[src/rtl/vbf_pkg.sv]
package vbf_pkg;
  localparam int PRE_LEN = 3;
  localparam int SYNC_W  = 8;
  localparam int F_BIT   = 6;
  localparam int V_BIT   = 5;
  localparam int H_BIT   = 4;

  typedef enum logic [1:0] {
    CAP_ACTIVE     = 2'd0,
    CAP_VBLANK     = 2'd1,
    CAP_ENTIRE     = 2'd2,
    CAP_ACTIVE_ALT = 2'd3
  } capMode_e;

  // control -> datapath: line state applied to incoming plain samples
  typedef struct packed {
    logic lineV;
    logic lineH;
  } lineStb_t;

  // datapath -> control: reference seen at the input this cycle
  typedef struct packed {
    logic hit;
    logic fld;
    logic vert;
    logic horz;
  } refStb_t;

  // datapath -> control: tags of the sample at the pipeline tail
  typedef struct packed {
    logic code;
    logic vb;
    logic hb;
  } tailTag_t;

  function automatic logic [SYNC_W-1:0] preByte(input int idx);
    return (idx == 0) ? {SYNC_W{1'b1}} : {SYNC_W{1'b0}};
  endfunction
endpackage

[src/rtl/vbf_datapath.sv]
module vbf_datapath
  import vbf_pkg::*;
#(
  parameter int DATA_W = 16
) (
  input  logic              clk,
  input  logic              rstN,
  input  logic [DATA_W-1:0] pixData,
  input  lineStb_t          lineStb,
  output refStb_t           refStb,
  output tailTag_t          tailTag,
  output logic [DATA_W-1:0] tailData
);
  localparam int STAGES = PRE_LEN + 1;

  logic [DATA_W-1:0]  stData [STAGES];
  logic [STAGES-1:0]  stCode;
  logic [STAGES-1:0]  stVb;
  logic [STAGES-1:0]  stHb;
  logic [PRE_LEN-1:0] preMatch;

  // stage g holds preamble word PRE_LEN-1-g when a reference completes
  for (genvar g = 0; g < PRE_LEN; g++) begin : g_match
    assign preMatch[g] = (stData[g][SYNC_W-1:0] == preByte(PRE_LEN - 1 - g));
  end

  assign refStb.hit  = &preMatch;
  assign refStb.fld  = pixData[F_BIT];
  assign refStb.vert = pixData[V_BIT];
  assign refStb.horz = pixData[H_BIT];

  always_ff @(posedge clk or negedge rstN) begin
    if (!rstN) begin
      for (int k = 0; k < STAGES; k++) begin
        stData[k] <= '0;
      end
      stCode <= '0;
      stVb   <= '0;
      stHb   <= '0;
    end else begin
      stData[0] <= pixData;
      stCode[0] <= refStb.hit;
      stVb[0]   <= refStb.hit ? refStb.vert : lineStb.lineV;
      stHb[0]   <= refStb.hit ? refStb.horz : lineStb.lineH;
      for (int k = 1; k < STAGES; k++) begin
        stData[k] <= stData[k-1];
        stCode[k] <= stCode[k-1] | refStb.hit;
        stVb[k]   <= refStb.hit ? refStb.vert : stVb[k-1];
        stHb[k]   <= refStb.hit ? refStb.horz : stHb[k-1];
      end
    end
  end

  assign tailData     = stData[STAGES-1];
  assign tailTag.code = stCode[STAGES-1];
  assign tailTag.vb   = stVb[STAGES-1];
  assign tailTag.hb   = stHb[STAGES-1];
endmodule

[src/rtl/vbf_ctrl.sv]
module vbf_ctrl
  import vbf_pkg::*;
#(
  parameter int DLY_W = 8
) (
  input  logic             clk,
  input  logic             rstN,
  input  logic [1:0]       modeSel,
  input  logic [DLY_W-1:0] delayCfg,
  input  logic             outReady,
  input  logic             ovfClear,
  input  refStb_t          refStb,
  input  tailTag_t         tailTag,
  output lineStb_t         lineStb,
  output logic             frameStart,
  output logic             fwd,
  output logic             overflow
);
  logic             curF;
  logic             curV;
  logic             curH;
  logic             armed;
  capMode_e         capMode;
  logic [DLY_W-1:0] skipCnt;
  logic             modePass;

  assign lineStb.lineV = curV;
  assign lineStb.lineH = curH;

  assign frameStart = refStb.hit && !refStb.fld && refStb.vert && !(!curF && curV);

  always_ff @(posedge clk or negedge rstN) begin
    if (!rstN) begin
      curF <= 1'b1;
      curV <= 1'b0;
      curH <= 1'b1;
    end else if (refStb.hit) begin
      curF <= refStb.fld;
      curV <= refStb.vert;
      curH <= refStb.horz;
    end
  end

  always_ff @(posedge clk or negedge rstN) begin
    if (!rstN) begin
      armed   <= 1'b0;
      capMode <= CAP_ACTIVE;
      skipCnt <= '0;
    end else if (frameStart) begin
      armed   <= 1'b1;
      capMode <= capMode_e'(modeSel);
      skipCnt <= delayCfg;
    end else if (skipCnt != '0) begin
      skipCnt <= skipCnt - 1'b1;
    end
  end

  always_comb begin
    case (capMode)
      CAP_VBLANK: modePass = tailTag.vb;
      CAP_ENTIRE: modePass = 1'b1;
      default:    modePass = !tailTag.code && !tailTag.vb && !tailTag.hb;
    endcase
  end

  assign fwd = armed && (skipCnt == '0) && modePass;

  always_ff @(posedge clk or negedge rstN) begin
    if (!rstN) begin
      overflow <= 1'b0;
    end else if (fwd && !outReady) begin
      overflow <= 1'b1;
    end else if (ovfClear) begin
      overflow <= 1'b0;
    end
  end
endmodule

[src/rtl/video_blank_filter.sv]
module video_blank_filter
  import vbf_pkg::*;
#(
  parameter int DATA_W = 16,
  parameter int DLY_W  = 8
) (
  input  logic              clk,
  input  logic              rstN,
  input  logic [DATA_W-1:0] pixData,
  input  logic [1:0]        modeSel,
  input  logic [DLY_W-1:0]  delayCfg,
  input  logic              ovfClear,
  input  logic              outReady,
  output logic [DATA_W-1:0] outData,
  output logic              outValid,
  output logic              overflow
);
  lineStb_t lineStb;
  refStb_t  refStb;
  tailTag_t tailTag;
  logic     frameStart;
  logic     fwd;

  vbf_datapath #(.DATA_W(DATA_W)) u_dp (
    .clk      (clk),
    .rstN     (rstN),
    .pixData  (pixData),
    .lineStb  (lineStb),
    .refStb   (refStb),
    .tailTag  (tailTag),
    .tailData (outData)
  );

  vbf_ctrl #(.DLY_W(DLY_W)) u_ctrl (
    .clk        (clk),
    .rstN       (rstN),
    .modeSel    (modeSel),
    .delayCfg   (delayCfg),
    .outReady   (outReady),
    .ovfClear   (ovfClear),
    .refStb     (refStb),
    .tailTag    (tailTag),
    .lineStb    (lineStb),
    .frameStart (frameStart),
    .fwd        (fwd),
    .overflow   (overflow)
  );

  assign outValid = fwd;
endmodule

[config.mk]
export PLATFORM = sky130hd
export DESIGN_NAME = video_blank_filter
export DESIGN_NICKNAME = d
export VERILOG_FILES = /design/src/rtl/vbf_pkg.sv /design/src/rtl/vbf_datapath.sv /design/src/rtl/vbf_ctrl.sv /design/src/rtl/video_blank_filter.sv
export SDC_FILE = /design/constraint.sdc
export NUM_CORES = 1
export LEC_CHECK = 0
export BUFFER_PORTS_ARGS = -buffer_cell sky130_fd_sc_hd__buf_2
export CORE_MARGIN = 5
export CORE_UTILIZATION = 49
export DETAILED_ROUTE_END_ITERATION = 10
export GPL_ROUTABILITY_DRIVEN = 0
export PLACE_DENSITY_LB_ADDON = 0.25
export SETUP_SLACK_MARGIN = 0.1
export SLEW_MARGIN = 5
export SYNTH_ARGS = -nofsm -noshare
export SYNTH_HDL_FRONTEND = slang
export SYNTH_SLANG_ARGS = --single-unit
[constraint.sdc]
create_clock -name clk -period 1.75 [get_ports clk]
set_input_delay 0.0875 -clock clk [delete_from_list [all_inputs] [get_ports clk]]
set_output_delay 0.0875 -clock clk [all_outputs]
set_load 0.03 [all_outputs]
# Word level (Yosys, flattened, before mapping)

Cells that the tools add are included.

Bits in registers: 91
Bits of input ports: 30

Add/subtract/negate cells: 1
Eq/ne operators: 3
Mux-type cells: 13
Bitwise operators: 3
Reduce and logical (&&, ||, !) cells: 23

Operator list:

| operator                                                               | count |
|---|---|
| 8-bit zero test                                                        | 3 |
| 8-bit 2-to-1 mux                                                       | 2 |
| 1-bit 2-to-1 mux                                                       | 10 |
| 1-bit logical AND                                                      | 9 |
| 8-bit equality test (second input constant)                            | 1 |
| 8-bit nonzero test                                                     | 1 |
| 8-bit by 1-bit subtractor with 8-bit output (second input constant)    | 1 |
| 1-bit zero test                                                        | 7 |
| 2-bit nonzero test                                                     | 2 |
| 1-bit OR                                                               | 3 |
| 3-bit AND reduction                                                    | 1 |
| 2-bit by 1-bit equality test with 1-bit output (second input constant) | 1 |
| 2-bit equality test (second input constant)                            | 1 |
| 1-bit one-hot mux with 2 select lines                                  | 1 |

# Logic depth before layout (Yosys ltp)

Gate-level depths: netlist (run 1).

Word-level depth: 7
Depth in mapped cells: 6
Mapped depth without buffers: 6

# Hierarchy

Synthesis (run 1) repeated with hierarchy kept, for this count alone.

Cells, all modules: 201
Area total of the unflattened synthesis: 3113.0 um^2

Modules (own cells, without submodules):

| module       | times used | cells each | area each (um^2) |
|---|---|---|---|
| vbf_datapath | 1          | 119        | 2293.4 |
| vbf_ctrl     | 1          | 82         | 819.5 |

# Worst setup path before layout (run 1)

Ideal clock, no wire load.

Kind: register -> register
From: register u_ctrl.skipCnt[0]
To: register u_ctrl.overflow
Arrival: 1.690 ns
Path slack: -0.006 ns
Cell stages (with the launch flop): 7
Period minus slack after synthesis: 1.756 ns
Path through: dfrtp_1 > inv_1 > ha_1 > nor4b_4 > and2_1 > and4_1 > a22o_1

Cells in the longest elaborated chain, start to end: 5
Elaborated cells on any way between the ends: 6

RTL lines:

| item                                                          | RTL line                 | source |
|---|---|---|
| start, declared                                               | vbf_ctrl.sv:24           | `logic [DLY_W-1:0] skipCnt;` |
| start signal, assigned                                        | vbf_ctrl.sv:52           | `skipCnt <= delayCfg;` |
| start signal, assigned                                        | vbf_ctrl.sv:54           | `skipCnt <= skipCnt - 1'b1;` |
| 8-bit zero test *                                             | vbf_ctrl.sv:66           | `assign fwd = armed && (skipCnt == '0) && modePass;` |
| 1-bit logical AND * (2 in a row)                              | vbf_ctrl.sv:66           |  |
| named net outValid                                            | video_blank_filter.sv:15 | `output logic outValid,` |
| 1-bit logical AND *                                           | vbf_ctrl.sv:71           | `end else if (fwd && !outReady) begin` |
| 1-bit 2-to-1 mux / 2-bit nonzero test (equally long branches) | n/a                      |  |
| end signal, assigned                                          | vbf_ctrl.sv:70           | `overflow <= 1'b0;` |
| end signal, assigned                                          | vbf_ctrl.sv:72           | `overflow <= 1'b1;` |
| end signal, assigned                                          | vbf_ctrl.sv:74           | `overflow <= 1'b0;` |
| end, declared                                                 | vbf_ctrl.sv:17           | `output logic overflow` |

The timed path passes the listed nets; every way through them passes the cells marked *.
A chain may end at the register's enable or synchronous reset.

# Final worst setup path (run 1)

From: register u_ctrl.skipCnt[1]
To: output port outValid

Cells in the longest elaborated chain, start to end: 3

RTL lines:

| item                           | RTL line |
|---|---|
| 8-bit zero test                | vbf_ctrl.sv:66 |
| 1-bit logical AND (2 in a row) | vbf_ctrl.sv:66 |
| end, declared                  | video_blank_filter.sv:15 |

No other way between the ends.

==> results of run 1 <==
-- layout make-up --
class	instances	area, um2	share of cell area
multi-input cells	65	719	0.184
inverters	7	26.3	0.00671
well taps	75	93.8	0.0240
clock buffers	11	151	0.0387
clock inverters	5	40.0	0.0102
flip-flops and latches	87	2180	0.557
repair buffers	93	706	0.180
-- metrics by stage --
stage	cells	area, um2	hold WS [ns]
after floorplan	176	2970	-0.208
after global placement	292	3270	0.102
after detailed placement	292	3270	0.112
after CTS	339	3830	0.0220
after global routing	343	3920	0.0611
final	343	3920	0.0381
-- power groups by stage --
stage | Clock (mW) | Sequential, mW | Combinational, mW
after floorplan | 0 | 2.14 | 0.0770
after global placement | 0 | 2.15 | 0.154
after detailed placement | 0 | 2.15 | 0.155
after CTS | 1.33 | 2.11 | 0.202
after global routing | 1.41 | 2.13 | 0.224
final | 1.29 | 2.12 | 0.201
-- cells in the mapped netlist, types with 2 or more instances --
master and number:
nor3_2 2, mux2_4 8, dfrtp_1 85, buf_4 16, nor2_1 7, mux2_2 9
ha_1 4, nand3_1 2, nor4b_2 2, nor3_1 2, or2_2 3, nand4_2 2
inv_1 7, nor4_2 2, nand3b_1 2, dfstp_2 2, xnor2_1 3
-- metal layers --
layer  GRT usage  wire length [um]
met1       0.183              2170
met2       0.208              2250
met3      0.0310               174
met4      0.0753                87
met5           0                 0
-- worst reg2reg max path, delay by kind of cell (launching register included) --
| family | cells | cell delay, ns |
|---|---|---|
| buf+inv | 2 | 0.31 |
| flops | 1 | 0.39 |
| simple gates | 3 | 0.61 |
| mux | 1 | 0.31 |
-- worst max-delay path by stage --
stage                       from           endpoint  cells after the start
3_5_place_dp     u_dp.stData[51]  u_ctrl.skipCnt[7]                      5
3_3_place_gp     u_dp.stData[51]  u_ctrl.skipCnt[7]                      5
2_1_floorplan    u_dp.stData[51]  u_ctrl.capMode[0]                      5
6_report       u_ctrl.skipCnt[1]           outValid                      6
5_1_grt        u_ctrl.skipCnt[0]           outValid                      6
4_1_cts        u_ctrl.skipCnt[0]           outValid                      6
-- logic make-up after synthesis --
| kind of cell | after synthesis |
|---|---|
| flops | 87 |
| simple gates | 34 |
| buf+inv | 24 |
| mux | 19 |
| compound gates | 5 |
| fa+ha+maj | 4 |
| xor+xnor | 3 |
-- registers in the layout (all words and copies together), names as in the netlist, 2 cells and up, named ones only --
signal          flops
u_dp.stData        48
u_dp.tailData      16
u_ctrl.skipCnt      8
u_dp.stCode         4
u_dp.stHb           4
u_ctrl.capMode      2
-- placed cells by master (no fill, tap or decap), types with 3 or more instances in the layout --
cell type,count
inv_1,5
nor4b_4,3
mux2_2,3
buf_2,45
buf_12,3
mux2_4,15
or2_4,3
buf_6,4
dfrtp_1,85
dlygate4sd3_1,27
clkbuf_8,11
xnor2_1,3
buf_4,14
nor2_1,7
-- timing repair --
item                                    CTS  global route
gates resized for setup                  20             8
pin swaps                                 6             6
hold buffers                             27             0
endpoints found under the hold margin    65             0
endpoints found under the setup margin   17            22
buffers inserted                          4             6
==> results.rst, run 1 <==
.. list-table::
   :header-rows: 1

   * - Metric
     - Value
   * - Maximum vdd ir drop
     - roughly 740 uV
   * - Switching power
     - 0.826 mW
   * - Share of total power in combinational logic
     - 0.056
   * - Sink of the worst hold path
     - u_ctrl.overflow
   * - Slowest stage cell, crit path
     - dfrtp_1
   * - Worst Setup Start Kind
     - register
   * - Register share of total power
     - 0.587
   * - Total clock sinks
     - 87
   * - Share of flip-flops with an asynchronous set or reset
     - 1.00
   * - Sum Neg Setup Slack
     - -0.0979 ns
   * - Maximum frequency from static timing analysis
     - between 0.5 and 0.6 GHz
   * - Area enclosed by the die boundary
     - 7700 um2
   * - Post-route antenna net violation count
     - 0
   * - Buf+Inv Stages, Crit Path
     - 2
   * - Die span in x
     - ~88 um
   * - Worst slack at placement
     - -0.0485 ns
   * - Clock-pin transition on the worst setup and hold timing paths
     - approximately 0.080 ns
   * - Fraction of the yosys area taken by sequential cells
     - 0.736
   * - Sw frac
     - 0.229
   * - Crit path largest cell delay
     - ~0.4 ns
   * - Max Cap Viol
     - 0
   * - Leading area contributor after synthesis
     - dfrtp_1
   * - Fin crit share
     - 1.06
   * - Largest driver fanout on the critical path
     - 4
   * - Critical register-to-register path endpoint
     - u_dp.stHb[0]
   * - WHS Path Cells
     - 3
   * - Starting utilization of the core area
     - 0.503
   * - Worst Tran Pin Value
     - around 0.53 ns
   * - Multiplexer fraction of the synthesized cell area
     - 0.0819
   * - Relative contribution of the clock network to total power
     - 0.357
   * - Synthesis-to-finish area growth
     - 32.2%
   * - Summed instance area of the synthesized netlist
     - a little under 3000 um2
   * - CTS H-Tree Depth
     - 3
   * - Initial antenna violation count
     - 0
   * - Time the worst path needs with I/O delays and setup
     - 1.85 ns
   * - Ranking of synthesized cells by area
     - dfrtp_1, buf_4, mux2_4
   * - RSZ-0062 raised after global routing
     - true
   * - Area share of and/or/nand/nor cells after synthesis
     - 0.0916
   * - DRC violation count after routing
     - 0
   * - Total Routing Usage GR
     - 0.137
   * - Slack of the worst reg-to-reg path
     - roughly 0.02 ns
   * - Hold violation total from the final report
     - 0
   * - Row cnt
     - 28
   * - TritonCTS Buffers
     - 9
   * - Via density per instance
     - between 4 and 5
   * - Worst-Skew Late Latency
     - about 0.34 ns
   * - TritonRoute pass-1 iters
     - 4
   * - Cell at the root of the clock tree
     - clkbuf_8
   * - Area fraction of the dominant cell type after synthesis
     - 0.718
   * - Relative max-transition margin
     - 0.650
   * - Total power consumption of the routed design
     - roughly 3.6 mW
   * - Ordered list of cells on the worst path
     - inv_2 -> ha_4 -> nor4b_4 -> and2_4 -> and4_4 -> buf_6
   * - Final count of pins violating max slew
     - 0
   * - Final net count
     - 297
   * - Crit path setup slack, layout
     - -0.0979 ns
   * - Yosys warning total
     - 0
   * - Violations in the final reports
     - setup timing
   * - Distinct cell type count after synthesis
     - 35
   * - Syn_nets
     - 210
   * - Worst min-delay path class
     - input port to register
   * - HPWL after DPL
     - about 3000 um
   * - Final worst clock skew
     - between 0.009 and 0.01 ns
   * - Layout cells sized above 1
     - 0.459
   * - DRC marker count from the first detailed-route iteration
     - 50
   * - EDFF count, synth
     - 0
   * - Endpoint type of the worst setup path
     - output pin
   * - Core box area
     - slightly below 6000 um2
   * - FF-to-FF path depth
     - 6
   * - Worst min-delay path startpoint
     - outReady
   * - Routed Wire Length
     - between 4000 and 5000 um
   * - Power per Cell Area
     - between 900 and 1000 nW/um2
   * - Leakage component of the power
     - between 1.5 and 2 nW
   * - Global-route wire length before repair
     - ~8000 um
   * - Mean cell area of the mapped netlist
     - 16.8 um2
   * - Average detailed-routed wire length per instance
     - between 10 and 15 um
   * - CTS tree
     - built
   * - Die Height
     - roughly 88 um
   * - Maximum clock insertion buffer count
     - 2
   * - Top flip-flop cell by instance count after synthesis
     - dfrtp_1
   * - Number of antenna cells inserted
     - 0
   * - Largest net degree at the start of global routing
     - 44
   * - Overflow left after global routing
     - 0
   * - Combinational family with the most area after synthesis
     - simple AND/OR/NAND/NOR gates
   * - Outcome
     - complete, but fails checks
   * - Adder-cell area share of the yosys netlist
     - 0.0169
   * - Worst r2r src
     - u_dp.stData[54]
   * - Data required, critical path
     - 1.66 ns
   * - Port bufs
     - 47
   * - Final Util
     - 0.665
   * - Setup violators final
     - 1
   * - Vias in the first global route
     - between 1500 and 2000
   * - Compound-cell area share of the yosys netlist
     - 0.0118
   * - I/O pin total
     - 48
   * - Cell Int Power
     - 2.78 mW
   * - Critical Setup Path Class
     - register to output pin
   * - Total number of vias
     - 1556
   * - Arrival time at the worst endpoint
     - between 1.5 and 2 ns
   * - Cell count after synthesis
     - around 180
   * - Top delay family on crit path
     - simple AND/OR/NAND/NOR gates
   * - Count of filler cells inserted in the layout
     - about 430
   * - #FFs+latches synth
     - between 80 and 90
   * - Synthesized-area fraction occupied by xor and xnor cells
     - 0.00887
(Power assumes the default switching activity.)
==> run 2: changes to the inputs <==
--- a/config.mk
+++ b/config.mk
@@ -7,7 +7,7 @@
 export LEC_CHECK = 0
 export BUFFER_PORTS_ARGS = -buffer_cell sky130_fd_sc_hd__buf_2
 export CORE_MARGIN = 5
-export CORE_UTILIZATION = 49
+export CORE_UTILIZATION = 50
 export DETAILED_ROUTE_END_ITERATION = 10
 export GPL_ROUTABILITY_DRIVEN = 0
 export PLACE_DENSITY_LB_ADDON = 0.25
@@ -15,4 +15,5 @@
 export SLEW_MARGIN = 5
 export SYNTH_ARGS = -nofsm -noshare
 export SYNTH_HDL_FRONTEND = slang
+export SYNTH_HIERARCHICAL = 1
 export SYNTH_SLANG_ARGS = --single-unit
==> constraint.sdc (replaced) <==
create_clock -name clk -period 2.03 [get_ports clk]
set_input_delay 0.1015 -clock clk [delete_from_list [all_inputs] [get_ports clk]]
set_output_delay 0.1015 -clock clk [all_outputs]
set_load 0.03 [all_outputs]
==> run 2 against run 1 <==
  * The flow now finishes without violations
  * Critical path depth is 2 higher
  * Die area is 2.6% higher
  * Clock skew is 0.0056 ns lower
  * Highest routed layer unchanged
==> results.rst, run 2 <==
.. list-table::
   :header-rows: 1

   * - Metric
     - Value
   * - Outcome
     - completed
   * - CTS tree
     - built
   * - Final net count
     - around 300
   * - Synthesis-to-finish area growth
     - 20.1%
   * - Crit path largest cell delay
     - approximately 0.38 ns
   * - Port bufs
     - 47
   * - Share of total power in combinational logic
     - 0.052
   * - Cell with the most instances after synthesis
     - dfrtp_1
   * - Initial antenna violation count
     - 0
   * - Starting utilization of the core area
     - 0.520
   * - Summed instance area of the synthesized netlist
     - 3110 um2
   * - TritonRoute pass-1 iters
     - 4
   * - Layout cells sized above 1
     - 0.373
   * - Ordered list of cells on the worst path
     - nor4_1 -> nand2_1 -> nor4_4 -> nand2_2 -> or3_4 -> buf_6 -> nor2_1 -> a31oi_1
   * - Endpoint type of the worst setup path
     - register
   * - Setup violators final
     - 0
   * - Buf+Inv Stages, Crit Path
     - 1
   * - Critical Setup Path Class
     - register to register
   * - Worst-Skew Late Latency
     - 0.33 ns
   * - Commonest cells after routing, fill and taps aside
     - dfrtp_1, buf_2, dlygate4sd3_1
   * - Fin crit share
     - 0.958
   * - Slowest stage cell, crit path
     - dfrtp_1
   * - Number of placed cells counting well taps
     - ~300
   * - Routed Wire Length
     - 4580 um
   * - Top delay family on crit path
     - simple AND/OR/NAND/NOR gates
   * - Final worst clock skew
     - ~0.0041 ns
   * - Number of antenna cells inserted
     - 0
   * - Arrival time at the worst endpoint
     - roughly 2.2 ns
   * - Max Cap Viol
     - 0
   * - Relative contribution of the clock network to total power
     - 0.336
   * - RSZ-0062 raised after global routing
     - true
   * - Area enclosed by the die boundary
     - roughly 8000 um2
   * - Top flip-flop cell by instance count after synthesis
     - dfrtp_1
   * - Die Height
     - between 80 and 90 um
   * - Final instance count without filler cells
     - ~340
   * - Row cnt
     - 28
   * - #FFs+latches synth
     - around 90
   * - Sw frac
     - 0.228
   * - TritonCTS Buffers
     - 9
   * - Largest driver fanout on the critical path
     - 5
   * - Total number of vias
     - ~1600
   * - Syn_nets
     - around 240
   * - Maximum frequency from static timing analysis
     - 0.514 GHz
   * - Total clock sinks
     - 91
   * - Maximum vdd ir drop
     - 439 uV
   * - Commonest cells in the netlist
     - dfrtp_1, buf_4, nand2_1, inv_1, o21ai_0
   * - Via density per instance
     - between 4 and 5
   * - Average detailed-routed wire length per instance
     - 13.3 um
   * - Relative max-transition margin
     - 0.635
   * - Ranking of synthesized cells by area
     - dfrtp_1, buf_4, mux2_4
   * - Number of flip-flops in the largest register
     - between 40 and 50
   * - Clock-pin transition on the worst setup and hold timing paths
     - 0.08 ns
   * - Final Util
     - 0.624
   * - Register share of total power
     - 0.612
   * - Time the worst path needs with I/O delays and setup
     - between 1.5 and 2 ns
   * - Worst min-delay path class
     - input port to register
   * - Mean cell area of the mapped netlist
     - 15.5 um2
   * - Leading area contributor after synthesis
     - dfrtp_1
   * - Die span in x
     - ~90 um
   * - DRC marker count from the first detailed-route iteration
     - 22
   * - Cell count after synthesis
     - roughly 200
   * - EDFF count, synth
     - 0
   * - Largest net degree at the start of global routing
     - 45
   * - Maximum clock insertion buffer count
     - 2
   * - Cell at the root of the clock tree
     - clkbuf_8
   * - HPWL after DPL
     - approximately 3000 um
   * - Share of flip-flops with an asynchronous set or reset
     - 1.00
   * - Worst Tran Pin Value
     - 0.548 ns
   * - Post-route antenna net violation count
     - 0
   * - Most common library cell in the layout ignoring fill and taps
     - dfrtp_1
   * - Leakage component of the power
     - 1.76 nW
   * - DRC violation count after routing
     - 0
   * - Area fraction of the dominant cell type after synthesis
     - 0.715
   * - Largest register by flop count
     - u_dp/stData
   * - Fraction of the yosys area taken by sequential cells
     - 0.732
   * - Final count of pins violating max slew
     - 0
   * - Vias in the first global route
     - between 1500 and 2000
   * - Global-route wire length before repair
     - roughly 8000 um
   * - Core box area
     - around 6000 um2
   * - Switching power
     - about 0.71 mW
   * - Cell Int Power
     - between 2 and 2.5 mW
   * - Worst Setup Start Kind
     - register
   * - Data required, critical path
     - ~2.2 ns
   * - Overflow left after global routing
     - 0
   * - Hold violation total from the final report
     - 0
   * - CTS H-Tree Depth
     - 3
   * - Total Routing Usage GR
     - 0.133
   * - Distinct cell type count after synthesis
     - 34
   * - Yosys warning total
     - 6
   * - Power per Cell Area
     - 830 nW/um2
   * - I/O pin total
     - 48
[run 2: metal layers]
| layer | vias to the layer above | global-route usage | part of all wire |
|---|---|---|---|
| li1 | 765 | - | - |
| met1 | 800 | 0.187 | 0.47 |
| met2 | 34 | 0.196 | 0.46 |
| met3 | 5 | 0.0313 | 0.053 |
| met4 | 0 | 0.0659 | 0.013 |
| met5 | - | 0 | 0 |
[run 2: path summary, 6_finish.rpt]
path,start,end,slack (ns),cells after the start
min in group asynchronous,rstN,u_dp/stData[42],0.29,2
min,delayCfg[1],u_ctrl/skipCnt[1],0.04,3
max,u_dp/stData[32],u_ctrl/skipCnt[6],0.08,8
max in group asynchronous,rstN,u_ctrl/curH,1.03,3
min reg2reg,u_dp/stData[59],u_dp/stData[43],0.35,0
max reg2reg,u_dp/stData[32],u_ctrl/skipCnt[6],0.08,8
[run 2: cell families after synthesis]
logic type,after synthesis,synth area share
xor gates and xnor gates,4,0.0113
buffers and inverters,35,0.0744
DFF,91,0.732
muxes,10,0.0434
adders and majority gates,4,0.0161
and+or+nand+nor,40,0.0872
AOI/OAI and AO/OA,17,0.0354
[run 2: layout make-up]
| cell class | instances | area, um2 |
|---|---|---|
| repair buffers | 78 | 544 |
| clock inverters | 5 | 36.3 |
| clock buffers | 11 | 131 |
| multi-input cells | 75 | 614 |
| fillers | 449 | 2250 |
| inverters | 8 | 37.5 |
| flip-flops and latches | 91 | 2280 |
| well taps | 75 | 93.8 |
[run 2: worst reg2reg max path: cells and delay by family, from the launching register on]
family,cells,cell delay [ns]
flip-flops,1,0.38
AO/OA/AOI/OAI,1,0.05
AND/OR/NAND/NOR,6,1.24
buffers and inverters,1,0.15
[run 2: power groups by stage]
| stage | Sequential, mW | Clock [mW] | Combinational (mW) |
|---|---|---|---|
| 2_1_floorplan | 1.93 | 0 | 0.0680 |
| 6_report | 1.90 | 1.04 | 0.162 |
| 5_1_grt | 1.91 | 1.16 | 0.182 |
| 3_5_place_dp | 1.94 | 0 | 0.130 |
| 4_1_cts | 1.90 | 1.09 | 0.165 |
| 3_3_place_gp | 1.93 | 0 | 0.129 |
[run 2: per-stage QoR]
stage	worst slack (ns)	setup TNS [ns]	instance area [um2]	power, mW	hold WS [ns]
2_1_floorplan	-0.0334	-0.124	3130	2.00	-0.194
3_3_place_gp	0.140	0	3300	2.06	0.122
3_5_place_dp	0.103	0	3300	2.07	0.125
4_1_cts	0.0975	0	3710	3.16	0.0225
5_1_grt	-0.00183	-0.00183	3740	3.25	0.0296
6_report	0.0847	0	3740	3.10	0.0411
[run 2: what timing repair did]
item | 4_1_cts | 5_1_grt
endpoints found under the setup margin | 5 | 7
hold buffers | 23 | 0
setup buffers | 1 | 1
endpoints found under the hold margin | 63 | 0
pin swaps | 2 | 1
gates cloned | 0 | 1
resized for setup | 2 | 5
==> run 3: changes to the inputs <==
--- a/config.mk
+++ b/config.mk
@@ -5,13 +5,14 @@
 export SDC_FILE = /design/constraint.sdc
 export NUM_CORES = 1
 export LEC_CHECK = 0
-export BUFFER_PORTS_ARGS = -buffer_cell sky130_fd_sc_hd__buf_2
 export CORE_MARGIN = 5
-export CORE_UTILIZATION = 50
+export CORE_UTILIZATION = 51
 export DETAILED_ROUTE_END_ITERATION = 10
+export DONT_BUFFER_PORTS = 1
 export GPL_ROUTABILITY_DRIVEN = 0
 export PLACE_DENSITY_LB_ADDON = 0.25
 export SETUP_SLACK_MARGIN = 0.1
+export SKIP_LAST_GASP = 1
 export SLEW_MARGIN = 5
 export SYNTH_ARGS = -nofsm -noshare
 export SYNTH_HDL_FRONTEND = slang
==> run 3 against run 2 <==
  * The run now ends with hold timing left
  * Cell count shrank 12%
  * Sequential power increased by 2%
  * Final area is 4.9% lower
  * Fmax is 1.0% higher
  * Core utilization down 2.3 points
  * Combinational power is 67% lower
  * Critical path type unchanged
==> results.rst, run 3 (synthesis results as in run 2) <==
.. list-table::
   :header-rows: 1

   * - Metric
     - Value
   * - TritonCTS Buffers
     - 9
   * - Reg area
     - about 2300 um2
   * - Fin crit share
     - 0.949
   * - TritonRoute pass-1 iters
     - 4
   * - Global-route wire length before repair
     - 8090 um
   * - Leakage component of the power
     - 1.59 nW
   * - Cell at the root of the clock tree
     - clkbuf_8
   * - Final worst clock skew
     - ~0.0083 ns
   * - Final net count
     - approximately 260
   * - Die span in x
     - between 80 and 90 um
   * - DRC marker count from the first detailed-route iteration
     - 63
   * - Crit path largest cell delay
     - 0.39 ns
   * - Data required, critical path
     - between 2 and 2.5 ns
   * - Number of antenna cells inserted
     - 0
   * - Slack of the worst reg-to-reg path
     - about 0.10 ns
   * - Starting utilization of the core area
     - 0.526
   * - Worst slack at placement
     - 0.0860 ns
   * - Synthesis-to-finish area growth
     - 14.2%
   * - Most common library cell in the layout ignoring fill and taps
     - dfrtp_1
   * - HPWL after DPL
     - around 3000 um
   * - Post-route antenna net violation count
     - 0
   * - Endpoint type of the worst setup path
     - register
   * - DRC violation count after routing
     - 0
   * - Commonest cells after routing, fill and taps aside
     - dfrtp_1, dlygate4sd3_1, nand2_1
   * - Arrival time at the worst endpoint
     - approximately 2.2 ns
   * - Setup violators final
     - 0
   * - Met2 routed wirelength
     - 2290 um
   * - Final Util
     - 0.601
   * - Worst min-delay path class
     - input port to asynchronous set/reset pin
   * - Worst Setup Start Kind
     - register
   * - Initial antenna violation count
     - 0
   * - CTS tree
     - built
   * - Average detailed-routed wire length per instance
     - between 15 and 20 um
   * - Slowest stage cell, crit path
     - dfrtp_1
   * - Ordered list of cells on the worst path
     - nor4_1 -> nand2_1 -> nor4_4 -> nand2_2 -> or3_4 -> inv_4 -> or2_2 -> o21ai_1
   * - Largest register by flop count
     - u_dp/stData
   * - Area enclosed by the die boundary
     - 7770 um2
   * - Port bufs
     - 0
   * - Final count of pins violating max slew
     - 0
   * - Worst-Skew Late Latency
     - 0.34 ns
   * - Total clock sinks
     - 91
   * - Layout cells sized above 1
     - 0.238
   * - Core box area
     - between 5000 and 6000 um2
   * - Largest driver fanout on the critical path
     - 6
   * - Multi-input gate area
     - 616 um2
   * - Quantity of hold-fixing buffers added after cts
     - 28
   * - Row cnt
     - 28
   * - Power per Cell Area
     - about 860 nW/um2
   * - Hold violation total from the final report
     - 91
   * - CTS H-Tree Depth
     - 3
   * - Top metal layer carrying routed signals
     - met4
   * - Via density per instance
     - approximately 5.0
   * - Max Cap Viol
     - 0
   * - Largest net degree at the start of global routing
     - a little over 90
   * - Outcome
     - complete, but fails checks
   * - Length of routed met3 wiring
     - 335 um
   * - Overflow left after global routing
     - 0
   * - Total number of vias
     - 1507
   * - Wire length the detailed router placed on met1
     - about 2100 um
   * - Vias in the first global route
     - 1690
   * - Critical Setup Path Class
     - register to register
   * - Worst Tran Pin Value
     - roughly 0.30 ns
   * - Maximum vdd ir drop
     - between 400 and 500 uV
   * - Maximum clock insertion buffer count
     - 2
   * - Number of flip-flops in the largest register
     - 48
   * - I/O pin total
     - 48
   * - Time the worst path needs with I/O delays and setup
     - between 1.5 and 2 ns
   * - RSZ-0062 raised after global routing
     - true
   * - Relative max-transition margin
     - 0.798
   * - Maximum frequency from static timing analysis
     - between 0.5 and 0.6 GHz
   * - Top delay family on crit path
     - simple AND/OR/NAND/NOR gates
   * - Die Height
     - 88.1 um
   * - Crit path setup slack, layout
     - between 0.1 and 0.15 ns
   * - Minimum hold slack
     - -0.563 ns
   * - Count of filler cells inserted in the layout
     - about 460
   * - Clock-pin transition on the worst setup and hold timing paths
     - approximately 0.090 ns
   * - Total Routing Usage GR
     - 0.142
   * - Buf+Inv Stages, Crit Path
     - 1
   * - Routed Wire Length
     - about 4800 um
   * - Violations in the final reports
     - hold timing
run 3: path summary, 6_finish.rpt:
path	startpoint	end	cells past startpoint
setup reg to reg	u_dp/stData[39]	u_ctrl/skipCnt[4]	8
max in group asynchronous	rstN	u_ctrl/curF	0
min in group clk	pixData[6]	u_ctrl/skipCnt[2]	4
hold reg to reg	u_dp/stData[62]	u_dp/stData[46]	0
hold / removal	rstN	u_dp/tailData[12]	0
setup / recovery	u_dp/stData[39]	u_ctrl/skipCnt[4]	8
run 3: worst register-to-register path: stages, from the launching register on:
cell and delay [ns]:
dfrtp_1 0.39, nor4_1 0.27, nand2_1 0.13, nor4_4 0.26, nand2_2 0.08, or3_4 0.38
inv_4 0.11, or2_2 0.13, o21ai_1 0.07
run 3: power breakdown:
| part | switching [mW] | internal [mW] |
|---|---|---|
| clock | 0.608 | 0.456 |
| sequential | 0.0638 | 1.88 |
| combinational | 0.0146 | 0.0395 |
| total | 0.686 | 2.37 |
run 3: cell type report:
class                           instances  share of cell area
Multi-Input combinational cell         75               0.173
Tap cell                               75              0.0264
Clock inverter                          6              0.0134
Clock buffer                           10              0.0359
Timing Repair Buffer                   36              0.0989
Inverter                                8             0.00915
Sequential cell                        91               0.641
Timing Repair inverter                  1             0.00211
run 3: per-layer routing:
metal  global-route usage  vias up
met2                0.214       48
met5                    0        -
met1                0.182      765
met3               0.0433       10
li1                     -      684
met4               0.0824        0
run 3: repair_timing:
action | in CTS | in global routing
pin swaps | 4 | 6
gates resized for setup | 2 | 3
setup buffers | 2 | 4
hold endpoints to repair | 129 | 91
endpoints found under the setup margin | 7 | 20
cloned | 1 | 0
run 3: metrics by stage:
stage	setup TNS, ns	total power [mW]	hold slack, ns	instance area, um2	cells
5_1_grt	0	3.18	-0.586	3560	302
6_report	0	3.06	-0.563	3560	302
4_1_cts	0	3.10	-0.579	3510	298
2_1_floorplan	-0.124	2.00	-0.194	3130	201
3_3_place_gp	0	1.98	-0.192	3030	251
3_5_place_dp	0	1.98	-0.192	3030	251
